File: config.mk
export PLATFORM = sky130hd
export DESIGN_NAME = clkmon_failsafe
export DESIGN_NICKNAME = d
export VERILOG_FILES = /design/src/rtl/clkmon_pkg.sv /design/src/rtl/clkmon_sync.sv /design/src/rtl/clkmon_detect.sv /design/src/rtl/clkmon_ost.sv /design/src/rtl/clkmon_ctrl.sv /design/src/rtl/clkmon_failsafe.sv
export SDC_FILE = /design/constraint.sdc
export NUM_CORES = 1
export LEC_CHECK = 0
export CORE_MARGIN = 2
export CORE_UTILIZATION = 50
export DETAILED_ROUTE_END_ITERATION = 8
export PLACE_DENSITY = 0.84
export SYNTH_ARGS = -nofsm -noshare
export SYNTH_HDL_FRONTEND = slang
export SYNTH_SLANG_ARGS = --single-unit
export TNS_END_PERCENT = 5
File: constraint.sdc
create_clock -name clk -period 1.86 [get_ports clk]
set_input_delay 0.372 -clock clk [delete_from_list [all_inputs] [get_ports clk]]
set_output_delay 0.372 -clock clk [all_outputs]
set_load 0.02 [all_outputs]
File: src/rtl/clkmon_pkg.sv
`timescale 1ns/1ps
package clkmon_pkg;
  typedef enum logic [2:0] {
    CM_WAKE  = 3'd0,
    CM_BOOT  = 3'd1,
    CM_EXT   = 3'd2,
    CM_FAIL  = 3'd3,
    CM_INT   = 3'd4
  } cm_state_e;
endpackage

File: src/rtl/clkmon_sync.sv
`timescale 1ns/1ps
// Multi-flop synchroniser with edge pulses in the destination domain.
module clkmon_sync #(
  parameter int STAGES = 2
) (
  input  logic clk,
  input  logic rst_n,
  input  logic d,
  output logic rise,
  output logic fall
);
  logic [STAGES:0] sh_q;
  logic [STAGES:0] sh_d;

  always_comb begin
    sh_d = {sh_q[STAGES-1:0], d};
  end

  always_ff @(posedge clk or negedge rst_n) begin
    if (!rst_n) sh_q <= '0;
    else        sh_q <= sh_d;
  end

  // sh_q[STAGES-1] is the synchronised level, sh_q[STAGES] its previous value
  assign rise = sh_q[STAGES-1] & ~sh_q[STAGES];
  assign fall = ~sh_q[STAGES-1] & sh_q[STAGES];
endmodule

File: src/rtl/clkmon_detect.sv
`timescale 1ns/1ps
// Dead-clock detector: latch set by external falling edges, cleared by
// sampling rising edges, evaluated on sampling falling edges.
module clkmon_detect (
  input  logic clk,
  input  logic rst_n,
  input  logic ext_fall,
  input  logic samp_rise,
  input  logic samp_fall,
  output logic miss
);
  logic seen_q, seen_d;
  logic armed_q, armed_d;

  always_comb begin
    seen_d  = seen_q;
    armed_d = armed_q;
    if (samp_rise) begin
      seen_d  = ext_fall;
      armed_d = 1'b1;
    end else if (ext_fall) begin
      seen_d = 1'b1;
    end
  end

  always_ff @(posedge clk or negedge rst_n) begin
    if (!rst_n) begin
      seen_q  <= 1'b0;
      armed_q <= 1'b0;
    end else begin
      seen_q  <= seen_d;
      armed_q <= armed_d;
    end
  end

  // an edge landing in the evaluation cycle still counts as activity
  assign miss = samp_fall & armed_q & ~seen_q & ~ext_fall;
endmodule

File: src/rtl/clkmon_ost.sv
`timescale 1ns/1ps
// Start-up timer counting external clock edges.
module clkmon_ost #(
  parameter int EDGES = 1024
) (
  input  logic clk,
  input  logic rst_n,
  input  logic restart,
  input  logic run,
  input  logic tick,
  output logic done
);
  localparam int W = $clog2(EDGES + 1);
  localparam logic [W-1:0] LAST = W'(EDGES - 1);

  logic [W-1:0] cnt_q, cnt_d;
  logic         hit;

  assign hit  = run & tick & (cnt_q == LAST);
  assign done = hit & ~restart;

  always_comb begin
    cnt_d = cnt_q;
    if (restart || hit)     cnt_d = '0;
    else if (run && tick)   cnt_d = cnt_q + 1'b1;
  end

  always_ff @(posedge clk or negedge rst_n) begin
    if (!rst_n) cnt_q <= '0;
    else        cnt_q <= cnt_d;
  end
endmodule

File: src/rtl/clkmon_ctrl.sv
`timescale 1ns/1ps
// Control state machine and fault flag.
module clkmon_ctrl
  import clkmon_pkg::*;
(
  input  logic clk,
  input  logic rst_n,
  input  logic ec_mode,
  input  logic scs_int,
  input  logic sleep_req,
  input  logic flag_clr,
  input  logic miss,
  input  logic ost_done,
  output logic ost_restart,
  output logic ost_run,
  output logic sel_ext,
  output logic fault_flag,
  output logic failsafe
);
  cm_state_e state_q, state_d;
  logic      fs_q, fs_d;
  logic      flag_q, flag_d;
  logic      scs_q;
  logic      scs_chg;
  logic      fault_evt;

  assign scs_chg = scs_int ^ scs_q;

  always_comb begin
    state_d     = state_q;
    fs_d        = fs_q;
    ost_restart = 1'b0;
    fault_evt   = 1'b0;
    if (sleep_req) begin
      state_d = CM_WAKE;
      fs_d    = 1'b0;
    end else begin
      unique case (state_q)
        CM_WAKE: begin
          if (ec_mode) begin
            state_d = scs_int ? CM_INT : CM_EXT;
          end else begin
            state_d     = CM_BOOT;
            ost_restart = 1'b1;
          end
        end
        CM_BOOT: begin
          if (scs_chg) begin
            ost_restart = 1'b1;
          end else if (ost_done) begin
            state_d = scs_int ? CM_INT : CM_EXT;
            fs_d    = 1'b0;
          end
        end
        CM_EXT: begin
          if (miss) begin
            state_d   = CM_FAIL;
            fs_d      = 1'b1;
            fault_evt = 1'b1;
          end else if (scs_chg) begin
            if (ec_mode) begin
              state_d = scs_int ? CM_INT : CM_EXT;
            end else begin
              state_d     = CM_BOOT;
              ost_restart = 1'b1;
            end
          end
        end
        CM_FAIL, CM_INT: begin
          if (scs_chg) begin
            if (ec_mode) begin
              state_d = scs_int ? CM_INT : CM_EXT;
              fs_d    = 1'b0;
            end else begin
              state_d     = CM_BOOT;
              ost_restart = 1'b1;
            end
          end
        end
        default: state_d = CM_WAKE;
      endcase
    end
  end

  always_comb begin
    flag_d = flag_q;
    if (fault_evt)              flag_d = 1'b1;
    else if (flag_clr && !fs_q) flag_d = 1'b0;
  end

  always_ff @(posedge clk or negedge rst_n) begin
    if (!rst_n) begin
      state_q <= CM_WAKE;
      fs_q    <= 1'b0;
      flag_q  <= 1'b0;
      scs_q   <= 1'b0;
    end else begin
      state_q <= state_d;
      fs_q    <= fs_d;
      flag_q  <= flag_d;
      scs_q   <= scs_int;
    end
  end

  assign ost_run    = (state_q == CM_BOOT);
  assign sel_ext    = (state_q == CM_EXT);
  assign fault_flag = flag_q;
  assign failsafe   = fs_q;
endmodule

File: src/rtl/clkmon_failsafe.sv
`timescale 1ns/1ps
module clkmon_failsafe #(
  parameter int OST_EDGES   = 1024,
  parameter int SYNC_STAGES = 2,
  parameter int FSEL_W      = 3
) (
  input  logic              clk,
  input  logic              rst_n,
  input  logic              ext_clk,
  input  logic              samp_clk,
  input  logic              ec_mode,
  input  logic              scs_int,
  input  logic              sleep_req,
  input  logic              fault_ie,
  input  logic              flag_clr,
  input  logic [FSEL_W-1:0] int_freq_sel,
  output logic              sel_ext,
  output logic [FSEL_W-1:0] int_freq_out,
  output logic              fault_flag,
  output logic              fault_irq,
  output logic              failsafe,
  output logic              ext_ready
);
  logic [1:0] rst_sh_q;
  logic       rst_sync_n;
  logic       ext_rise, ext_fall;
  logic       samp_rise, samp_fall;
  logic       miss;
  logic       ost_restart, ost_run, ost_done;
  logic       sel_ext_w;
  logic [FSEL_W-1:0] freq_q;

  always_ff @(posedge clk or negedge rst_n) begin
    if (!rst_n) rst_sh_q <= 2'b00;
    else        rst_sh_q <= {rst_sh_q[0], 1'b1};
  end
  assign rst_sync_n = rst_sh_q[1];

  clkmon_sync #(.STAGES(SYNC_STAGES)) u_ext_sync (
    .clk(clk), .rst_n(rst_sync_n), .d(ext_clk), .rise(ext_rise), .fall(ext_fall)
  );

  clkmon_sync #(.STAGES(SYNC_STAGES)) u_samp_sync (
    .clk(clk), .rst_n(rst_sync_n), .d(samp_clk), .rise(samp_rise), .fall(samp_fall)
  );

  clkmon_detect u_detect (
    .clk(clk), .rst_n(rst_sync_n), .ext_fall(ext_fall),
    .samp_rise(samp_rise), .samp_fall(samp_fall), .miss(miss)
  );

  clkmon_ost #(.EDGES(OST_EDGES)) u_ost (
    .clk(clk), .rst_n(rst_sync_n), .restart(ost_restart),
    .run(ost_run), .tick(ext_rise), .done(ost_done)
  );

  clkmon_ctrl u_ctrl (
    .clk(clk), .rst_n(rst_sync_n), .ec_mode(ec_mode), .scs_int(scs_int),
    .sleep_req(sleep_req), .flag_clr(flag_clr), .miss(miss),
    .ost_done(ost_done), .ost_restart(ost_restart), .ost_run(ost_run),
    .sel_ext(sel_ext_w), .fault_flag(fault_flag), .failsafe(failsafe)
  );

  always_ff @(posedge clk or negedge rst_sync_n) begin
    if (!rst_sync_n) freq_q <= '0;
    else             freq_q <= int_freq_sel;
  end

  assign int_freq_out = freq_q;
  assign sel_ext      = sel_ext_w;
  assign ext_ready    = sel_ext_w;
  assign fault_irq    = fault_flag & fault_ie;
endmodule

Word level (Yosys, flattened, before mapping)
Cells that the tools add are included.
- bits in registers: 30
- input port bits: 12
- output and inout bits: 8
- word-level logic and storage cells: 83
- $add $sub $neg: 1
- equal/unequal tests: 10
- multiplexer cells: 30
- bitwise logic cells: 19
- reduce and logical (&&, ||, !) cells: 12
- operators with widths (operator ; count):
    11-bit 2-to-1 mux ; 2
    3-bit 2-to-1 mux ; 7
    1-bit 2-to-1 mux ; 18
    3-bit one-hot mux with 4 select lines ; 1
    11-bit by 1-bit adder with 11-bit output (second input constant) ; 1
    1-bit bitwise AND ; 11
    11-bit by 10-bit equality test with 1-bit output (second input constant) ; 1
    3-bit != test (second input constant) ; 3
    1-bit NOT ; 7
    3-bit by 2-bit equality test with 1-bit output (second input constant) ; 2
    3-bit by 2-bit != test with 1-bit output (second input constant) ; 2
    6-bit AND reduction ; 1
    2-bit nonzero test ; 3
    1-bit one-hot mux with 4 select lines ; 1
    4-bit nonzero test ; 1
    3-bit by 1-bit equality test with 1-bit output (second input constant) ; 1
    3-bit equality test (second input constant) ; 1
    3-bit zero test ; 1
    1-bit one-hot mux with 3 select lines ; 1
    1-bit logical AND ; 2
    2-bit AND reduction ; 1
    2-bit OR reduction ; 1
    1-bit zero test ; 1
    1-bit logical OR ; 1
    1-bit bitwise XOR ; 1

Depth between registers and ports, before layout
Gate-level depths: netlist of run 1.
- word-level depth: 14
- depth in mapped cells: 8
- gate-level depth less buffers: 7

Modules after synthesis
From an unflattened synthesis of run 1, not the netlist that was laid out.
- cells, all modules: 145
- area, all modules: 1517.7 um^2
- by module, submodules not included (module ; instances ; cells an instance ; area each (um^2)):
    clkmon_ost ; 1 ; 62 ; 623.1
    clkmon_ctrl ; 1 ; 58 ; 490.5
    clkmon_sync ; 2 ; 5 ; 90.1
    clkmon_failsafe ; 1 ; 8 ; 142.6
    clkmon_detect ; 1 ; 7 ; 81.3

Worst setup path after synthesis of run 1
No wires, ideal clock.
- kind: reg-to-reg
- start point: reg u_ost.cnt_q[0]
- end point: reg u_ctrl.fs_q (netlist: u_ctrl.failsafe)
- setup time: 125 ps
- arrival time: 1734 ps
- data required time: 1735 ps
- path slack: 2 ps
- cell stages (with the launch flop): 8
- cell sequence: dfrtp_1 -> ha_1 -> nand4_1 -> nor4b_1 -> nand3_1 -> o21ai_0 -> nand2_1 -> mux2_2
- word-level cells in the longest chain between the ends: 5
- ends and longest elaborated chain (what ; RTL line ; source):
    from (decl) ; clkmon_ost.sv:16 ; logic [W-1:0] cnt_q, cnt_d;
    from (signal assigned) ; clkmon_ost.sv:30 ; else cnt_q <= cnt_d;
    11-bit by 10-bit equality test with 1-bit output ; clkmon_ost.sv:19 ; assign hit = run & tick & (cnt_q == LAST);
    1-bit bitwise AND ; clkmon_ost.sv:19 ;
    1-bit bitwise AND ; clkmon_ost.sv:20 ; assign done = hit & ~restart;
    3-bit != test (no line) ; n/a ;
    6-bit AND reduction (no line) ; n/a ;
    to (signal assigned) ; clkmon_ctrl.sv:99 ; fs_q <= fs_d;
    to (decl) ; clkmon_ctrl.sv:21 ; logic fs_q, fs_d;
No other way between the ends.
A chain may end at the register's enable or synchronous reset.

Worst setup path in the final report of run 1
- start point: reg u_ctrl.state_q[0]
- end point: reg u_ost.cnt_q[9]
- word-level cells in the longest chain between the ends: 6
- elaborated cells on any way between the ends: 14
- those cells by class: eq/ne (4); mux (3); bitwise (2); reduce/logical (5)
- ends and longest elaborated chain (what ; RTL line ; source):
    from (decl) ; clkmon_ctrl.sv:20 ; cm_state_e state_q, state_d;
    from (signal assigned) ; clkmon_ctrl.sv:98 ; state_q <= state_d;
    3-bit by 2-bit equality test with 1-bit output or 3-bit equality test (tied branches) ; clkmon_ctrl.sv:38 ; unique case (state_q)
    2-bit OR reduction ; clkmon_ctrl.sv:38 ;
    1-bit one-hot mux with 4 select lines ; clkmon_ctrl.sv:38 ;
    1-bit 2-to-1 mux ; clkmon_ctrl.sv:34 ; if (sleep_req) begin
    1-bit logical OR ; clkmon_ost.sv:24 ; if (restart || hit) cnt_d = '0;
    11-bit 2-to-1 mux or 2-bit nonzero test (tied branches) ; n/a ;
Several ways; a longest one is shown, not always the timed one.

==> flow_summary.yaml, run 1 <==
status:
  outcome: "finished with violations"
  violations: "setup timing"
hold_path:
  min_path_type: "flip-flop to asynchronous set/reset pin"
clocking:
  insertion_delay_ns: 0.33
  clock-root-buffer: "clkbuf_4"
  cts_tree: "done"
  path_clk_slew_ns: 0.10
  post_cts_buffers: 0
  cts_max_level: 2
  cts_hold_buf: 0
  cts.sinks: 30
  clock_path_buffers: 2
  cts_buffers: 5
power_and_ir_drop:
  vdd_drop_max_uv: 564
  seqPwrFrac: 0.422
  p_comb_frac: 0.345
  swShare: 0.344
  netSwitchingPower_w: 0.000613
  powerDensity_mw_per_mm2: 878
  p_int_w: 0.00117
  total_power_w: 0.00179
  p_leak_nw: 0.868
  p_clk_frac: 0.233
route:
  dr.pass1.iters: 4
  viasPerCell: 5.60
  wl_per_cell_um: 15.6
  vias: 1277
  drt_wl_total_um: 3550
  post-route-drc-count: 0
  drtIter0Drc: 46
  ant_nets: 0
sta:
  finalWorstSetupSlack_ns: -0.0276
  period_minus_slack_ns: 1.89
  whs_ns: 0.192
  finClkSkew_ns: 0.00859
  post-route-period-util: 1.01
  slew_headroom: 0.611
  hold_violations: 0
  rsz0062_at_grt: "true"
  finalSetupViolCount: 3
  slew_violations: 0
  worst_pin_slew_ns: 0.582
  setup_tns_ns: -0.0524
  fmax_mhz: 530
yosys:
  synth-edff-count: 0
  synth_seq_cells: 30
  netlist_area_mm2: 0.00154
  postSynthAreaPerCell_um2: 10.5
  synth_nets: 160
  yosys_warnings: 0
  synth_cells: 147
  synth_ff_type: "dfrtp_1"
  synthArstFlopShare: 1.00
  seq_area_frac_synth: 0.487
  yosys.cell_types.count: 47
final_layout:
  final_core_util: 0.677
  fin_nets: 207
  n_antenna_cell: 0
  drive_gt1_frac: 0.318
  area_delta_synth_final_pct: 31.9
die:
  fp.coreArea_mm2: 0.00300
  ios: 20
  rows: 20
  dieArea_mm2: 0.00354
  fp.dieW_um: 59.5
  die_h_um: 59.5
  start_util: 0.513
worst_setup_path:
  crit_type: "flip-flop to flip-flop"
  end_kind: "flip-flop"
  slowest_delay_ns: 0.46
  cp_common_cell: "nor3_4"
  path_buf_inv: 0
  critPathLaunchType: "flip-flop"
  worstPathCellList: "or3_4 > nor3_4 > nor3_4 > nor4b_4 > xnor2_2 > nor2_2"
  crit_required_ns: 2.09
  worst-path-max-fanout: 9
  slowest_stage: "dfrtp_2"
  worstPathArrival_ns: 2.12
  r2r_setup_slack_ns: -0.03
  path_delay_family: "simple AND/OR/NAND/NOR gates"
global_route:
  met2_usage: 0.402
  grt_max_degree: 16
  grt_pass1_wl_um: 5910
  grt.met3_usage: 0.0677
  grtUsageMet1: 0.259
  grt_pass1_vias: 1309
  grt_use_total: 0.231
  grt-busiest-layer: "met2"
  grt_overflow: 0
  antenna_found_initial: 0
place:
  gp_congestion: 0.893
  io_buffer_count: 19
  hpwl_um: 2610
job:
  cap_violations: 0
[cells by family after synthesis]
family / Yosys count / synth area share
buffers and inverters: 14 / 0.0561
adders and majority gates: 1 / 0.00812
muxes: 1 / 0.00731
AOI/OAI and AO/OA: 29 / 0.124
and+or+nand+nor: 61 / 0.253
xor gates and xnor gates: 10 / 0.0617
DFF: 30 / 0.487
other: 1 / 0.00243
[layout make-up]
cell class	instances	area, um2
Fill cell	245	971
Clock buffer	6	51.3
Tap cell	33	41.3
Timing Repair Buffer	46	382
Clock inverter	2	12.5
Sequential cell	30	752
Inverter	8	30.0
Multi-Input combinational cell	103	763
[final timing paths]
path / from / end / cells after the start
worst max-delay path: u_ctrl.state_q[0] / u_ost.cnt_q[9] / 6
worst min-delay path: rst_sh_q[1] / u_ost.cnt_q[1] / 1
worst max register to register: u_ctrl.state_q[0] / u_ost.cnt_q[9] / 6
worst min register to register: rst_sh_q[1] / u_ost.cnt_q[1] / 1
max in group asynchronous: rst_sh_q[1] / u_ctrl.state_q[0] / 1
min in group clk: u_samp_sync.sh_q[0] / u_samp_sync.sh_q[1] / 0
[metal layers]
metal | share of wire | wire length [um]
met5 | 0 | 0
met1 | 0.40 | 1410
met3 | 0.044 | 158
met2 | 0.53 | 1880
met4 | 0.027 | 97
[Yosys cell counts (2+ instances only)]
cell type | count | area (um2)
dfrtp_1 | 30 | 751
nor2_1 | 13 | 48.8
nand2_1 | 11 | 41.3
o21ai_0 | 9 | 45.0
inv_1 | 8 | 30.0
xnor2_1 | 8 | 70.1
nand3_1 | 6 | 30.0
nor3_1 | 6 | 30.0
a21oi_1 | 5 | 25.0
nand2b_1 | 4 | 25.0
buf_4 | 3 | 22.5
buf_6 | 3 | 33.8
nor4_2 | 3 | 37.5
a31oi_1 | 2 | 12.5
nor2_2 | 2 | 12.5
o21a_1 | 2 | 15.0
o31ai_1 | 2 | 15.0
[repair_timing]
item / CTS / global route
gates resized for setup: 7 / 13
pin swaps: 1 / 5
endpoints found under the setup margin: 14 / 17
[state kept, by name, indices dropped and copies added (netlist names)]
signal and cells:
u_ctrl.scs_q 1, u_ctrl.state_q 3, u_samp_sync.sh_q 3, u_ctrl.fault_flag 1, u_ext_sync.sh_q 3, u_detect.seen_q 1
u_ost.cnt_q 11, u_ctrl.failsafe 1, int_freq_out 3, rst_sh_q 2, u_detect.armed_q 1
[cells in the final DEF (no fill, tap or decap), types with 2 or more instances in the layout]
cell type / count
a31oi_1: 2
o21ai_0: 8
clkbuf_4: 5
nor4_2: 2
o21a_1: 2
buf_4: 27
clkdlybuf4s50_1: 16
dfrtp_1: 29
nand2b_1: 3
nor2_1: 13
nand2b_4: 2
clkbuf_2: 2
nand3_1: 6
a21oi_1: 5
xnor2_1: 7
nor2_2: 2
inv_1: 8
nor3_2: 2
nor3_1: 4
o31ai_1: 2
nor3_4: 2
xnor2_2: 2
nand2_1: 11
[per-stage QoR]
step	instances	setup WS (ns)	area, um2
5_1_grt	228	-0.155	2030
4_1_cts	228	-0.0647	1990
3_3_place_gp	220	-0.418	1920
3_5_place_dp	220	-0.535	1920
6_report	228	-0.0276	2030
2_1_floorplan	147	0.00167	1540
[power by group through the flow]
| stage | clock (W) | sequential, W | combinational (W) |
|---|---|---|---|
| detailed placement | 0 | 0.000762 | 0.000576 |
| floorplan | 0 | 0.000759 | 0.000360 |
| CTS | 0.000432 | 0.000749 | 0.000591 |
| finish | 0.000415 | 0.000753 | 0.000616 |
| global route | 0.000461 | 0.000760 | 0.000669 |
| global placement | 0 | 0.000759 | 0.000560 |
Power figures use the tool's default switching activity.
==> run 2, diff against run 1 <==
--- a/config.mk
+++ b/config.mk
@@ -5,10 +5,12 @@
 export SDC_FILE = /design/constraint.sdc
 export NUM_CORES = 1
 export LEC_CHECK = 0
+export CAP_MARGIN = 20
 export CORE_MARGIN = 2
 export CORE_UTILIZATION = 50
 export DETAILED_ROUTE_END_ITERATION = 8
-export PLACE_DENSITY = 0.84
+export PLACE_DENSITY = 0.85
+export REMOVE_ABC_BUFFERS = 1
 export SYNTH_ARGS = -nofsm -noshare
 export SYNTH_HDL_FRONTEND = slang
 export SYNTH_SLANG_ARGS = --single-unit
==> run 2 against run 1 <==
The flow now finishes without violations. Cell area grew 2.1%. Via count is 0.23% higher. Setup slack gained 0.039 ns. Power rose by 6.9%. Critical endpoint is now u_ost.cnt_q[7]. Highest routed layer unchanged.
==> flow_summary.yaml, run 2 (synthesis gave the netlist of run 1 again) <==
worst_setup_path:
  end_kind: "flip-flop"
  critPathLaunchType: "flip-flop"
  slowest_stage: "dfrtp_1"
  r2r_start: "u_ctrl.state_q[1]"
  worstReg2RegEnd: "u_ost.cnt_q[7]"
  path_buf_inv: 0
  path_delay_family: "simple AND/OR/NAND/NOR gates"
  rr_worst_depth: 6
  crit_required_ns: 2.08
  worstPathCellList: "or3_4 > nor3_4 > nor3_4 > nor4_4 > xnor2_1 > nor2_2"
  r2r_setup_slack_ns: 0.01
  slowest_delay_ns: 0.43
  worst-path-max-fanout: 5
  cp_common_cell: "nor3_4"
  worstPathArrival_ns: 2.06
  crit_type: "flip-flop to flip-flop"
global_route:
  antenna_found_initial: 0
  grt_pass1_wl_um: 5580
  grt_max_degree: 16
  grt_pass1_vias: 1330
  grt_use_total: 0.211
  grt_overflow: 0
final_layout:
  regMostFlops: "u_ost.cnt_q"
  n_antenna_cell: 0
  layout_common_cells: "dfrtp_1, buf_4, clkdlybuf4s50_1"
  largest_register_ffs: 11
  stdcell_count: 229
  seqCellArea_um2: 752
  design_area_mm2: 0.00207
  drive_gt1_frac: 0.321
  nFillCells: 226
  fin_nets: 209
  multiInputGateArea_um2: 774
  area_delta_synth_final_pct: 34.7
  layout_commonest_cell: "dfrtp_1"
clocking:
  clock_path_buffers: 2
  cts_max_level: 2
  path_clk_slew_ns: 0.09
  cts_tree: "done"
  cts.sinks: 30
  cts_buffers: 5
  clock-root-buffer: "clkbuf_4"
  insertion_delay_ns: 0.33
sta:
  finClkSkew_ns: 0.00828
  hold_violations: 0
  setup_tns_ns: 0
  finalWorstSetupSlack_ns: 0.0118
  post-route-period-util: 0.994
  period_minus_slack_ns: 1.85
  rsz0062_at_grt: "true"
  finalSetupViolCount: 0
  worst_pin_slew_ns: 0.522
  fmax_mhz: 541
  whs_ns: 0.198
  slew_headroom: 0.652
  slew_violations: 0
route:
  post-route-drc-count: 0
  viasPerCell: 5.59
  vias: 1280
  ant_nets: 0
  drtIter0Drc: 103
  drt_wl_total_um: 3350
  dr.pass1.iters: 4
  wl_per_cell_um: 14.6
power_and_ir_drop:
  seqPwrFrac: 0.394
  vdd_drop_max_uv: 648
  p_int_w: 0.00131
  p_clk_frac: 0.277
  swShare: 0.312
  p_leak_nw: 0.903
  p_comb_frac: 0.329
  netSwitchingPower_w: 0.000596
  powerDensity_mw_per_mm2: 920
die:
  fp.dieW_um: 59.5
  fp.coreArea_mm2: 0.00300
  ios: 20
  die_h_um: 59.5
  dieArea_mm2: 0.00354
  start_util: 0.513
  rows: 20
place:
  io_buffer_count: 19
  dpl_cell_area_mm2: 0.00191
  gp_congestion: 0.972
  hpwl_um: 2420
  pre_cts_ws_ns: -0.491
  dpl.cell_count: 219
hold_path:
  min_path_type: "primary input to asynchronous set/reset pin"
status:
  outcome: "finished clean"
job:
  cap_violations: 0
[run 2: how the worst max path moves through the flow]
| stage | start | to | cells past startpoint |
|---|---|---|---|
| after global placement | scs_int | u_ost.cnt_q[5] | 7 |
| after floorplan | u_ost.cnt_q[0] | u_ctrl.failsafe | 7 |
| after CTS | u_ctrl.state_q[0] | u_ost.cnt_q[7] | 6 |
| after global routing | u_ctrl.state_q[1] | u_ost.cnt_q[9] | 6 |
| final | u_ctrl.state_q[1] | u_ost.cnt_q[7] | 6 |
| after detailed placement | scs_int | u_ost.cnt_q[2] | 7 |
[run 2: layer usage]
layer | routed length [um] | vias to the layer above | global-route usage | share of wire
li1 | - | 620 | - | -
met1 | 1390 | 606 | 0.236 | 0.42
met2 | 1680 | 39 | 0.375 | 0.50
met3 | 156 | 15 | 0.0546 | 0.047
met4 | 115 | 0 | 0.0921 | 0.034
met5 | 0 | - | 0 | 0
[run 2: what timing repair did]
action	4_1_cts	5_1_grt
endpoints found under the setup margin	15	16
setup buffers	0	2
hold buffers	0	0
gates cloned	0	1
resized for setup	8	18
pin swaps	0	8
[run 2: layout make-up]
type | instances | share of cell area
clock buffers | 6 | 0.0247
clock inverters | 1 | 0.0145
inverters | 8 | 0.0145
multi-input cells | 104 | 0.373
flip-flops and latches | 30 | 0.362
well taps | 33 | 0.0199
repair buffers | 47 | 0.191
[run 2: power groups by stage]
stage                     combinational (W)  clock [W]  sequential [W]
after floorplan                    0.000279          0        0.000784
after global placement             0.000529          0        0.000759
after detailed placement           0.000547          0        0.000764
after CTS                          0.000564   0.000540        0.000751
after global routing               0.000686   0.000569        0.000761
final                              0.000628   0.000528        0.000751
[run 2: stage by stage]
| stage | power [W] | utilization |
|---|---|---|
| global route | 0.00202 | 0.691 |
| CTS | 0.00185 | 0.668 |
| detailed placement | 0.00131 | 0.636 |
| floorplan | 0.00106 | - |
| global placement | 0.00129 | 0.636 |
| finish | 0.00191 | 0.691 |
